### src/rtl/fpAddPkg.sv
`timescale 1ns/1ps
package fpAddPkg;
  localparam int ExpW   = 8;
  localparam int FracW  = 23;
  localparam int WordW  = 1 + ExpW + FracW;
  localparam int MagW   = WordW - 1;
  localparam int SigW   = FracW + 1;
  localparam int ExtW   = SigW + 3;
  localparam int SumW   = ExtW + 1;
  localparam int WideW  = SigW + ExtW;
  localparam int LzW    = $clog2(ExtW + 1);
  localparam int ExpSW  = ExpW + 2;
  localparam int ShMax  = ExtW;
  localparam logic [ExpW-1:0] ExpTop = '1;

  typedef struct packed {
    logic ld1;
    logic ld2;
    logic ld3;
  } strobeT;

  function automatic logic [LzW-1:0] leadZeros(input logic [ExtW-1:0] v);
    logic [LzW-1:0] n;
    n = '0;
    for (int i = 0; i < ExtW; i++) begin
      if (v[i]) n = LzW'(ExtW - 1 - i);
    end
    return n;
  endfunction
endpackage

### src/rtl/fpAddCtrl.sv
`timescale 1ns/1ps
module fpAddCtrl
  import fpAddPkg::*;
(
  input  logic   clk,
  input  logic   rstN,
  input  logic   inValid,
  output strobeT stb,
  output logic   outValid
);
  localparam int Stages = 3;
  logic [Stages-1:0] vPipe;

  always_ff @(posedge clk) begin
    if (!rstN) vPipe <= '0;
    else       vPipe <= {vPipe[Stages-2:0], inValid};
  end

  assign stb.ld1  = inValid;
  assign stb.ld2  = vPipe[0];
  assign stb.ld3  = vPipe[1];
  assign outValid = vPipe[Stages-1];
endmodule

### src/rtl/fpAddDatapath.sv
`timescale 1ns/1ps
module fpAddDatapath
  import fpAddPkg::*;
(
  input  logic             clk,
  input  logic             rstN,
  input  strobeT           stb,
  input  logic [WordW-1:0] opA,
  input  logic [WordW-1:0] opB,
  input  logic             subSel,
  output logic [WordW-1:0] result
);
  // ---------------- stage 1: unpack, order by magnitude ----------------
  logic [MagW-1:0] cleanA, cleanB, bigMag, smallMag;
  logic            signA, signB, swapOps;
  logic [SigW-1:0] bigSigC, smallSigC;
  logic [ExpW-1:0] diffC;

  always_comb begin
    signA    = opA[WordW-1];
    signB    = opB[WordW-1] ^ subSel;
    cleanA   = (opA[MagW-1 -: ExpW] == '0) ? '0 : opA[MagW-1:0];
    cleanB   = (opB[MagW-1 -: ExpW] == '0) ? '0 : opB[MagW-1:0];
    swapOps  = cleanB > cleanA;
    bigMag   = swapOps ? cleanB : cleanA;
    smallMag = swapOps ? cleanA : cleanB;
    bigSigC   = {|bigMag[MagW-1 -: ExpW], bigMag[FracW-1:0]};
    smallSigC = {|smallMag[MagW-1 -: ExpW], smallMag[FracW-1:0]};
    diffC    = bigMag[MagW-1 -: ExpW] - smallMag[MagW-1 -: ExpW];
  end

  logic            s1BigSign, s1SmallSign;
  logic [ExpW-1:0] s1Exp, s1Diff;
  logic [SigW-1:0] s1BigSig, s1SmallSig;

  always_ff @(posedge clk) begin
    if (!rstN) begin
      s1BigSign <= 1'b0; s1SmallSign <= 1'b0;
      s1Exp <= '0; s1Diff <= '0; s1BigSig <= '0; s1SmallSig <= '0;
    end else if (stb.ld1) begin
      s1BigSign   <= swapOps ? signB : signA;
      s1SmallSign <= swapOps ? signA : signB;
      s1Exp       <= bigMag[MagW-1 -: ExpW];
      s1Diff      <= diffC;
      s1BigSig    <= bigSigC;
      s1SmallSig  <= smallSigC;
    end
  end

  // ---------------- stage 2: align with guard/round/sticky, add ----------------
  logic [ExpW-1:0] shAmt;
  logic [WideW-1:0] wide;
  logic [ExtW-1:0] alignedSmall, bigExt;
  logic [SumW-1:0] sumC;

  always_comb begin
    shAmt        = (s1Diff > ExpW'(ShMax)) ? ExpW'(ShMax) : s1Diff;
    wide         = {s1SmallSig, {ExtW{1'b0}}} >> shAmt;
    alignedSmall = {wide[WideW-1 -: ExtW-1], |wide[SigW:0]};
    bigExt       = {s1BigSig, 3'b000};
    if (s1BigSign == s1SmallSign) sumC = {1'b0, bigExt} + {1'b0, alignedSmall};
    else                          sumC = {1'b0, bigExt} - {1'b0, alignedSmall};
  end

  logic            s2Sign;
  logic [ExpW-1:0] s2Exp;
  logic [SumW-1:0] s2Sum;

  always_ff @(posedge clk) begin
    if (!rstN) begin
      s2Sign <= 1'b0; s2Exp <= '0; s2Sum <= '0;
    end else if (stb.ld2) begin
      s2Sign <= s1BigSign;
      s2Exp  <= s1Exp;
      s2Sum  <= sumC;
    end
  end

  // ---------------- stage 3: normalize, round, renormalize, pack ----------------
  logic [ExtW-1:0]       normSig;
  logic [LzW-1:0]        lz;
  logic signed [ExpSW-1:0] expN, expF;
  logic [SigW-1:0]       mant;
  logic                  roundUp;
  logic [SigW:0]         mantR;
  logic [FracW-1:0]      fracF;
  logic [WordW-1:0]      packed3;

  always_comb begin
    lz = leadZeros(s2Sum[ExtW-1:0]);
    if (s2Sum[SumW-1]) begin
      normSig = {s2Sum[SumW-1:2], |s2Sum[1:0]};
      expN    = $signed({2'b00, s2Exp}) + ExpSW'(1);
    end else begin
      normSig = s2Sum[ExtW-1:0] << lz;
      expN    = $signed({2'b00, s2Exp}) - $signed({{(ExpSW-LzW){1'b0}}, lz});
    end
    mant    = normSig[ExtW-1:3];
    roundUp = normSig[2] & (normSig[1] | normSig[0] | mant[0]);
    mantR   = {1'b0, mant} + {{SigW{1'b0}}, roundUp};
    if (mantR[SigW]) begin
      expF  = expN + ExpSW'(1);
      fracF = mantR[FracW:1];
    end else begin
      expF  = expN;
      fracF = mantR[FracW-1:0];
    end
    if (s2Sum == '0)
      packed3 = '0;
    else if (expF >= $signed({2'b00, ExpTop}))
      packed3 = {s2Sign, ExpTop - ExpW'(1), {FracW{1'b1}}};
    else if (expF <= 0)
      packed3 = {s2Sign, {MagW{1'b0}}};
    else
      packed3 = {s2Sign, expF[ExpW-1:0], fracF};
  end

  always_ff @(posedge clk) begin
    if (!rstN)        result <= '0;
    else if (stb.ld3) result <= packed3;
  end
endmodule

### src/rtl/fpAdder.sv
`timescale 1ns/1ps
module fpAdder
  import fpAddPkg::*;
(
  input  logic        clk,
  input  logic        rstN,
  input  logic        inValid,
  input  logic [31:0] opA,
  input  logic [31:0] opB,
  input  logic        subSel,
  output logic        outValid,
  output logic [31:0] result
);
  strobeT stb;

  fpAddCtrl uCtrl (
    .clk(clk), .rstN(rstN), .inValid(inValid), .stb(stb), .outValid(outValid)
  );

  fpAddDatapath uDp (
    .clk(clk), .rstN(rstN), .stb(stb),
    .opA(opA), .opB(opB), .subSel(subSel), .result(result)
  );
endmodule

### config.mk
export PLATFORM = sky130hd
export DESIGN_NAME = fpAdder
export DESIGN_NICKNAME = d
export VERILOG_FILES = /design/src/rtl/fpAddPkg.sv /design/src/rtl/fpAddCtrl.sv /design/src/rtl/fpAddDatapath.sv /design/src/rtl/fpAdder.sv
export SDC_FILE = /design/constraint.sdc
export NUM_CORES = 1
export LEC_CHECK = 0
export BUFFER_PORTS_ARGS = -buffer_cell sky130_fd_sc_hd__buf_2
export CORE_ASPECT_RATIO = 0.75
export CORE_UTILIZATION = 55
export DETAILED_ROUTE_END_ITERATION = 8
export HOLD_SLACK_MARGIN = 0.1
export PLACE_DENSITY = 0.76
export SLEW_MARGIN = 5
export SYNTH_ARGS = -nofsm -noshare
export SYNTH_HDL_FRONTEND = slang
export SYNTH_HIERARCHICAL = 1
export SYNTH_SLANG_ARGS = --single-unit
### constraint.sdc
create_clock -name clk -period 5.4 [get_ports clk]
set_input_delay 0.54 -clock clk [delete_from_list [all_inputs] [get_ports clk]]
set_output_delay 0.54 -clock clk [all_outputs]
set_load 0.05 [all_outputs]
After elaboration in Yosys (flattened, before gate mapping)

Cells that the tools add are included.

Flip-flop bits (word level): 138
Word-level logic and storage cells: 78
Output and inout port bits: 33

Eq/ne operators: 1
Bitwise logic cells: 4
Shifts and indexed selects: 2
Add/subtract/negate cells: 7
$lt $le $gt $ge: 4
Reductions and logical operators: 7
Muxes and demuxes: 42

Operator list:

| kind                                                                                 | count |
|---|---|
| 31-bit 2-to-1 mux                                                                    | 6 |
| 5-bit 2-to-1 mux                                                                     | 27 |
| 51-bit by 8-bit >> shifter with 51-bit output                                        | 1 |
| 32-bit 2-to-1 mux                                                                    | 1 |
| 31-bit > comparator                                                                  | 1 |
| 27-bit by 27-bit adder with 28-bit output                                            | 1 |
| 28-bit zero test                                                                     | 1 |
| 28-bit 2-to-1 mux                                                                    | 1 |
| 27-bit by 27-bit subtractor with 28-bit output                                       | 1 |
| 27-bit 2-to-1 mux                                                                    | 1 |
| 27-bit by 5-bit left shift with 27-bit output                                        | 1 |
| 24-bit by 1-bit adder with 25-bit output                                             | 1 |
| 25-bit OR reduction                                                                  | 1 |
| 23-bit 2-to-1 mux                                                                    | 1 |
| 10-bit 2-to-1 mux                                                                    | 2 |
| 8-bit zero test                                                                      | 2 |
| 8-bit OR reduction                                                                   | 2 |
| 10-bit by 2-bit adder with 10-bit output, second input constant                      | 1 |
| 10-bit by 9-bit greater-or-equal comparator with 1-bit output, second input constant | 1 |
| 10-bit by 1-bit less-or-equal comparator with 1-bit output, second input constant    | 1 |
| 8-bit by 1-bit adder with 9-bit output, second input constant                        | 1 |
| 8-bit by 5-bit subtractor with 9-bit output                                          | 1 |
| 8-bit by 5-bit > comparator with 1-bit output, second input constant                 | 1 |
| 8-bit 2-to-1 mux                                                                     | 1 |
| 7 further kinds                                                                      | 9 |

Longest topological paths before layout

Depth in word-level cells: 38
Gate-level depth with buffers: 29

Cells and area by module

Netlist, hierarchy kept.

Modules (own cells, without submodules):

| module        | area each (um2) | instances | cells an instance | sequential area each (um2) |
|---|---|---|---|---|
| fpAddDatapath | 14,595.2        | 1         | 2,084             | 2,702.6 |
| fpAddCtrl     | 86.3            | 1         | 7                 | 60.1 |

Least setup slack after synthesis

No wires, ideal clock.

Path kind: reg-to-reg
Start point: register uDp.s1Diff[0]
End point: register uDp.s2Sum[27]
Setup slack: -0.023 ns
Data arrival time: 5.291 ns
Cell stages (with the launch flop): 30
Buffers on the path: 2
Cells stage by stage: dfxtp_1 -> clkbuf_1 -> nor4_2 -> nand2_1 -> buf_1 -> mux2i_1 -> mux2i_1 -> mux2_2 -> nor2_1 -> a21oi_1 -> a22oi_1 -> inv_1 -> ha_1 -> inv_1 -> fa_1 -> o21bai_1 -> a21oi_1 -> o21bai_1 -> a21oi_1 -> o21bai_1 -> a2111oi_0 -> nor3_1 -> o221ai_1 -> o41ai_1 -> o41ai_1 -> o31a_1 -> nor2_1 -> o311ai_0 -> o311a_1 -> a21oi_1

Cells in the longest elaborated chain, start to end: 6

Ends and longest elaborated chain:

| item                                                                                                        | line                                     | RTL |
|---|---|---|
| from (decl)                                                                                                 | fpAddDatapath.sv:33                      | `logic [ExpW-1:0] s1Exp, s1Diff;` |
| from (signal assigned)                                                                                      | fpAddDatapath.sv:44                      | `s1Diff <= diffC;` |
| 8-bit by 5-bit > comparator with 1-bit output                                                               | fpAddDatapath.sv:57                      | `shAmt = (s1Diff > ExpW'(ShMax)) ? ExpW'(ShMax) : s1Diff;` |
| 8-bit 2-to-1 mux (*)                                                                                        | fpAddDatapath.sv:57                      |  |
| 51-bit by 8-bit >> shifter with 51-bit output (*)                                                           | fpAddDatapath.sv:58                      | `wide = {s1SmallSig, {ExtW{1'b0}}} >> shAmt;` |
| 25-bit OR reduction                                                                                         | fpAddDatapath.sv:59                      | `alignedSmall = {wide[WideW-1 -: ExtW-1], \|wide[SigW:0]};` |
| 27-bit by 27-bit subtractor with 28-bit output or 27-bit by 27-bit adder with 28-bit output (tied branches) | fpAddDatapath.sv:62, fpAddDatapath.sv:61 |  |
| 28-bit 2-to-1 mux (*)                                                                                       | fpAddDatapath.sv:61                      | `if (s1BigSign == s1SmallSign) sumC = {1'b0, bigExt} + {1'b0, alignedSmall};` |
| to (signal assigned)                                                                                        | fpAddDatapath.sv:75                      | `s2Sum <= sumC;` |
| to (decl)                                                                                                   | fpAddDatapath.sv:67                      | `logic [SumW-1:0] s2Sum;` |

Mark *: on every way between the ends. The rest lies on a longest branch, timed or not.
A chain may end at the register's enable or synchronous reset.

Worst setup path in the final report

Start point: register uDp.s1Diff[7]
End point: register uDp.s2Sum[26]

Same word-level chain as after synthesis.

==> results.py <==
metrics = {
    "critical_path": {
        "cp_max_fo": 11,
        "r2r_setup_slack_ns": 0.17,
        "cp-end-kind": "flop",
        "critPathLaunchType": "flop",
        "critPathKind": "flop to flop",
        "worstPathArrival_ns": 5.59,
        "reg2reg_depth": 25,
        "r2r-end": "uDp/s2Sum[26]",
        "cp_data_required_time_ns": 5.76,
        "timing.rr.start": "uDp/s1Diff[7]",
    },
    "drt": {
        "vias": 17578,
        "viasPerCell": 6.64,
        "drt_pre_antenna_iters": 6,
        "drtAntennaViolNets": 0,
        "wire_per_inst_um": 22.5,
        "drt_iter0_markers": 2124,
        "route.final.wire_length_um": 59700,
        "drc": 0,
    },
    "clocking": {
        "holdBufCountCts": 0,
        "cts-htree-levels": 4,
        "cts_tree": "done",
        "cts_made_buffers": 17,
        "cts_root_buf": "clkbuf_16",
        "clock_tree.buffer_depth": 2,
        "clk_pin_slew_ns": 0.08,
        "clock_sinks": 138,
        "clk-insertion-delay-late_ns": 0.45,
    },
    "grt": {
        "antenna_found_initial": 0,
        "grt_max_degree": 81,
        "grt_pass1_vias": 15529,
        "track_usage_pct": 42.6,
        "grt_first_pass_wirelength_um": 90200,
        "overflow": 0,
    },
    "logic_synthesis": {
        "yosysMostFrequentCell": "nand2_1",
        "ys.flop_type": "dfxtp_1",
        "synth.top_cells.by_count": "237 x nand2_1, 199 x nor2_1, 138 x dfxtp_1",
        "synth_cells": 2091,
        "synth_area_leaders": "dfxtp_1 19%, ha_1 7.7%, nand2_1 6.1%",
        "synth-seq-cells": 138,
        "synth_edf_count": 0,
        "ys_warn_count": 6,
        "ys_types": 98,
        "syn-cell-area_mm2": 0.0147,
        "synth_area_per_cell_um2": 7.02,
        "synth-seq-area-share_pct": 18.8,
        "async_flop_share_pct": 0,
        "synth_top_area_share_pct": 18.8,
        "syn_nets": 2251,
        "yosys.area.top_type": "dfxtp_1",
    },
    "place": {
        "dp_slack_ns": -0.194,
        "place.detailed.hpwl_um": 46100,
        "port_buffers": 100,
        "place.gp.congestion": 1.04,
    },
    "timing": {
        "final.period_utilization_pct": 96.9,
        "rsz0062_at_grt": "yes",
        "tns_ns": 0,
        "worst_pin_slew_ns": 1.25,
        "worst_clock_skew_ns": 0.0208,
        "setup_viol": 0,
        "fmax_mhz": 191,
        "slew_violations": 0,
        "slew_headroom_pct": 16.3,
        "setup_ws_ns": 0.168,
        "hold_viol": 0,
        "period_minus_slack_ns": 5.23,
    },
    "floorplanning": {
        "start_util_pct": 56.3,
        "io_pins": 101,
        "core_mm2": 0.0261,
        "rows": 51,
        "die_h_um": 143,
        "die_w_um": 191,
        "dieArea_mm2": 0.0274,
    },
    "power_and_ir_drop": {
        "power_density_mw_per_mm2": 396,
        "p_leak_uw": 0.00782,
        "pwr-share-comb_pct": 66.1,
        "p_sw_share_pct": 49.6,
        "p_seq_share_pct": 17.7,
        "ir_drop_mv": 0.291,
        "pwr-share-clk_pct": 16.2,
        "switchingPower_uw": 3510,
        "intPower_uw": 3560,
    },
    "hold_path": {
        "hold_class": "input port to flop",
        "hold_start": "opA[8]",
        "worst_hold_path.endpoint": "uDp/s1SmallSig[8]",
        "worstHoldPathCells": 3,
    },
    "layout": {
        "syn2layout_area_growth_pct": 21.3,
        "n_antenna_cell": 0,
        "nNetsFinal": 2451,
        "fillers": 2183,
        "layout-drive-gt1-share_pct": 21.0,
    },
    "run": {
        "maxCapViolations": 0,
    },
    "status": {
        "status": "completed",
    },
}
-- metal layers --
| layer | part of all wire (%) | global-route usage [%] | vias to the layer above |
|---|---|---|---|
| met5 | 0 | 0 | - |
| met4 | 1.6 | 7.83 | 0 |
| met3 | 14 | 14.1 | 93 |
| met2 | 39 | 59.0 | 1171 |
| met1 | 45 | 62.9 | 8259 |
| li1 | - | - | 8055 |
-- power by group through the flow --
stage                     Sequential, uW  Combinational [uW]  Clock (uW)
after floorplan                     1280                2670           0
after global placement              1250                4220           0
after detailed placement            1260                4260           0
after CTS                           1240                4320        1150
after global routing                1260                4940        1190
final                               1250                4660        1140
-- state kept, by name, summed over array words and instances (netlist names) --
name / count
uDp/s2Exp: 8
uDp/s1Exp: 8
uDp/s1SmallSign: 1
uDp/result: 32
uCtrl/vPipe: 3
uDp/s1Diff: 8
uDp/s1BigSig: 24
uDp/s2Sum: 28
uDp/s1BigSign: 1
uDp/s2Sign: 1
uDp/s1SmallSig: 24
-- worst max-delay path, cell delays in order (launching register included) --
cell	delay [ns]
dfxtp_1	0.31
or3_1	0.42
buf_6	0.17
nor2_1	0.22
o21ai_1	0.16
o211ai_1	0.27
o221ai_2	0.21
mux2i_2	0.19
o22a_1	0.19
buf_4	0.13
ha_4	0.19
nor2b_1	0.16
o21bai_1	0.11
a21oi_2	0.20
o41ai_2	0.10
o41a_1	0.48
nand2_2	0.11
a41oi_2	0.15
o21ai_2	0.21
o311ai_4	0.14
o211ai_1	0.28
a31oi_1	0.15
o21bai_1	0.20
xnor2_1	0.14
nand2_1	0.07
a31oi_1	0.17
-- repair_timing --
action                                 in CTS  in global routing
gates cloned                                0                  1
setup endpoints to repair                   3                 36
endpoints found under the hold margin       0                  0
setup buffers                               6                  7
gates resized for setup                     8                 71
pin swaps                                   3                 12
-- metrics by stage --
stage	cell area, um^2	power, uW	util, %	instances	hold WS [ns]
3_5_place_dp	16800	5520	64.3	2602	0.448
2_1_floorplan	14700	3950	-	2091	0.428
6_report	17800	7060	68.2	2648	0.378
4_1_cts	17400	6700	66.7	2640	0.366
3_3_place_gp	16800	5480	64.3	2602	0.446
5_1_grt	17800	7390	68.2	2648	0.380
-- how the worst max path moves through the flow --
stage / slack, ns / to / from
after CTS: 0.05 / uDp/s2Sum[27] / uDp/s1Diff[7]
final: 0.17 / uDp/s2Sum[26] / uDp/s1Diff[7]
after global routing: -0.11 / uDp/s2Sum[27] / uDp/s1Diff[7]
after floorplan: 0.10 / uDp/s2Sum[27] / uDp/s1Diff[0]
after detailed placement: -0.19 / uDp/s2Sum[27] / uDp/s1Diff[7]
after global placement: -0.01 / uDp/s2Sum[27] / uDp/s1Diff[7]
-- cells in the final DEF (no fill, tap or decap), drive strengths merged, types with 66 or more instances in the layout --
master,netlist,routed
ha,90,90
nand3,118,118
nand2,237,237
dfxtp,138,138
inv,101,108
buf,35,337
a21oi,122,122
mux2i,66,66
nor2,201,201
o21ai,133,133
-- final cells by class --
type / count / area, um^2 / share of cell area, %
Tap cell: 344 / 430 / 2.42
Sequential cell: 138 / 2770 / 15.5
Timing Repair Buffer: 338 / 2430 / 13.6
Inverter: 102 / 390 / 2.19
Multi-Input combinational cell: 1694 / 11200 / 63.1
Clock buffer: 20 / 447 / 2.51
Clock inverter: 12 / 105 / 0.590
-- cell families (layout without fill, tap and decap cells) --
group                    after synthesis  count (layout)  synth area share, %
AO/OA/AOI/OAI                        652             652                 30.4
XOR/XNOR                              61              61                 3.64
adder cells (fa/ha/maj)               92              92                 7.94
buffers and inverters                259             472                 7.04
flip-flops                           138             138                 18.8
multiplexers                          82              82                 5.73
AND/OR/NAND/NOR                      807             807                 26.4
(Power assumes the default switching activity.)
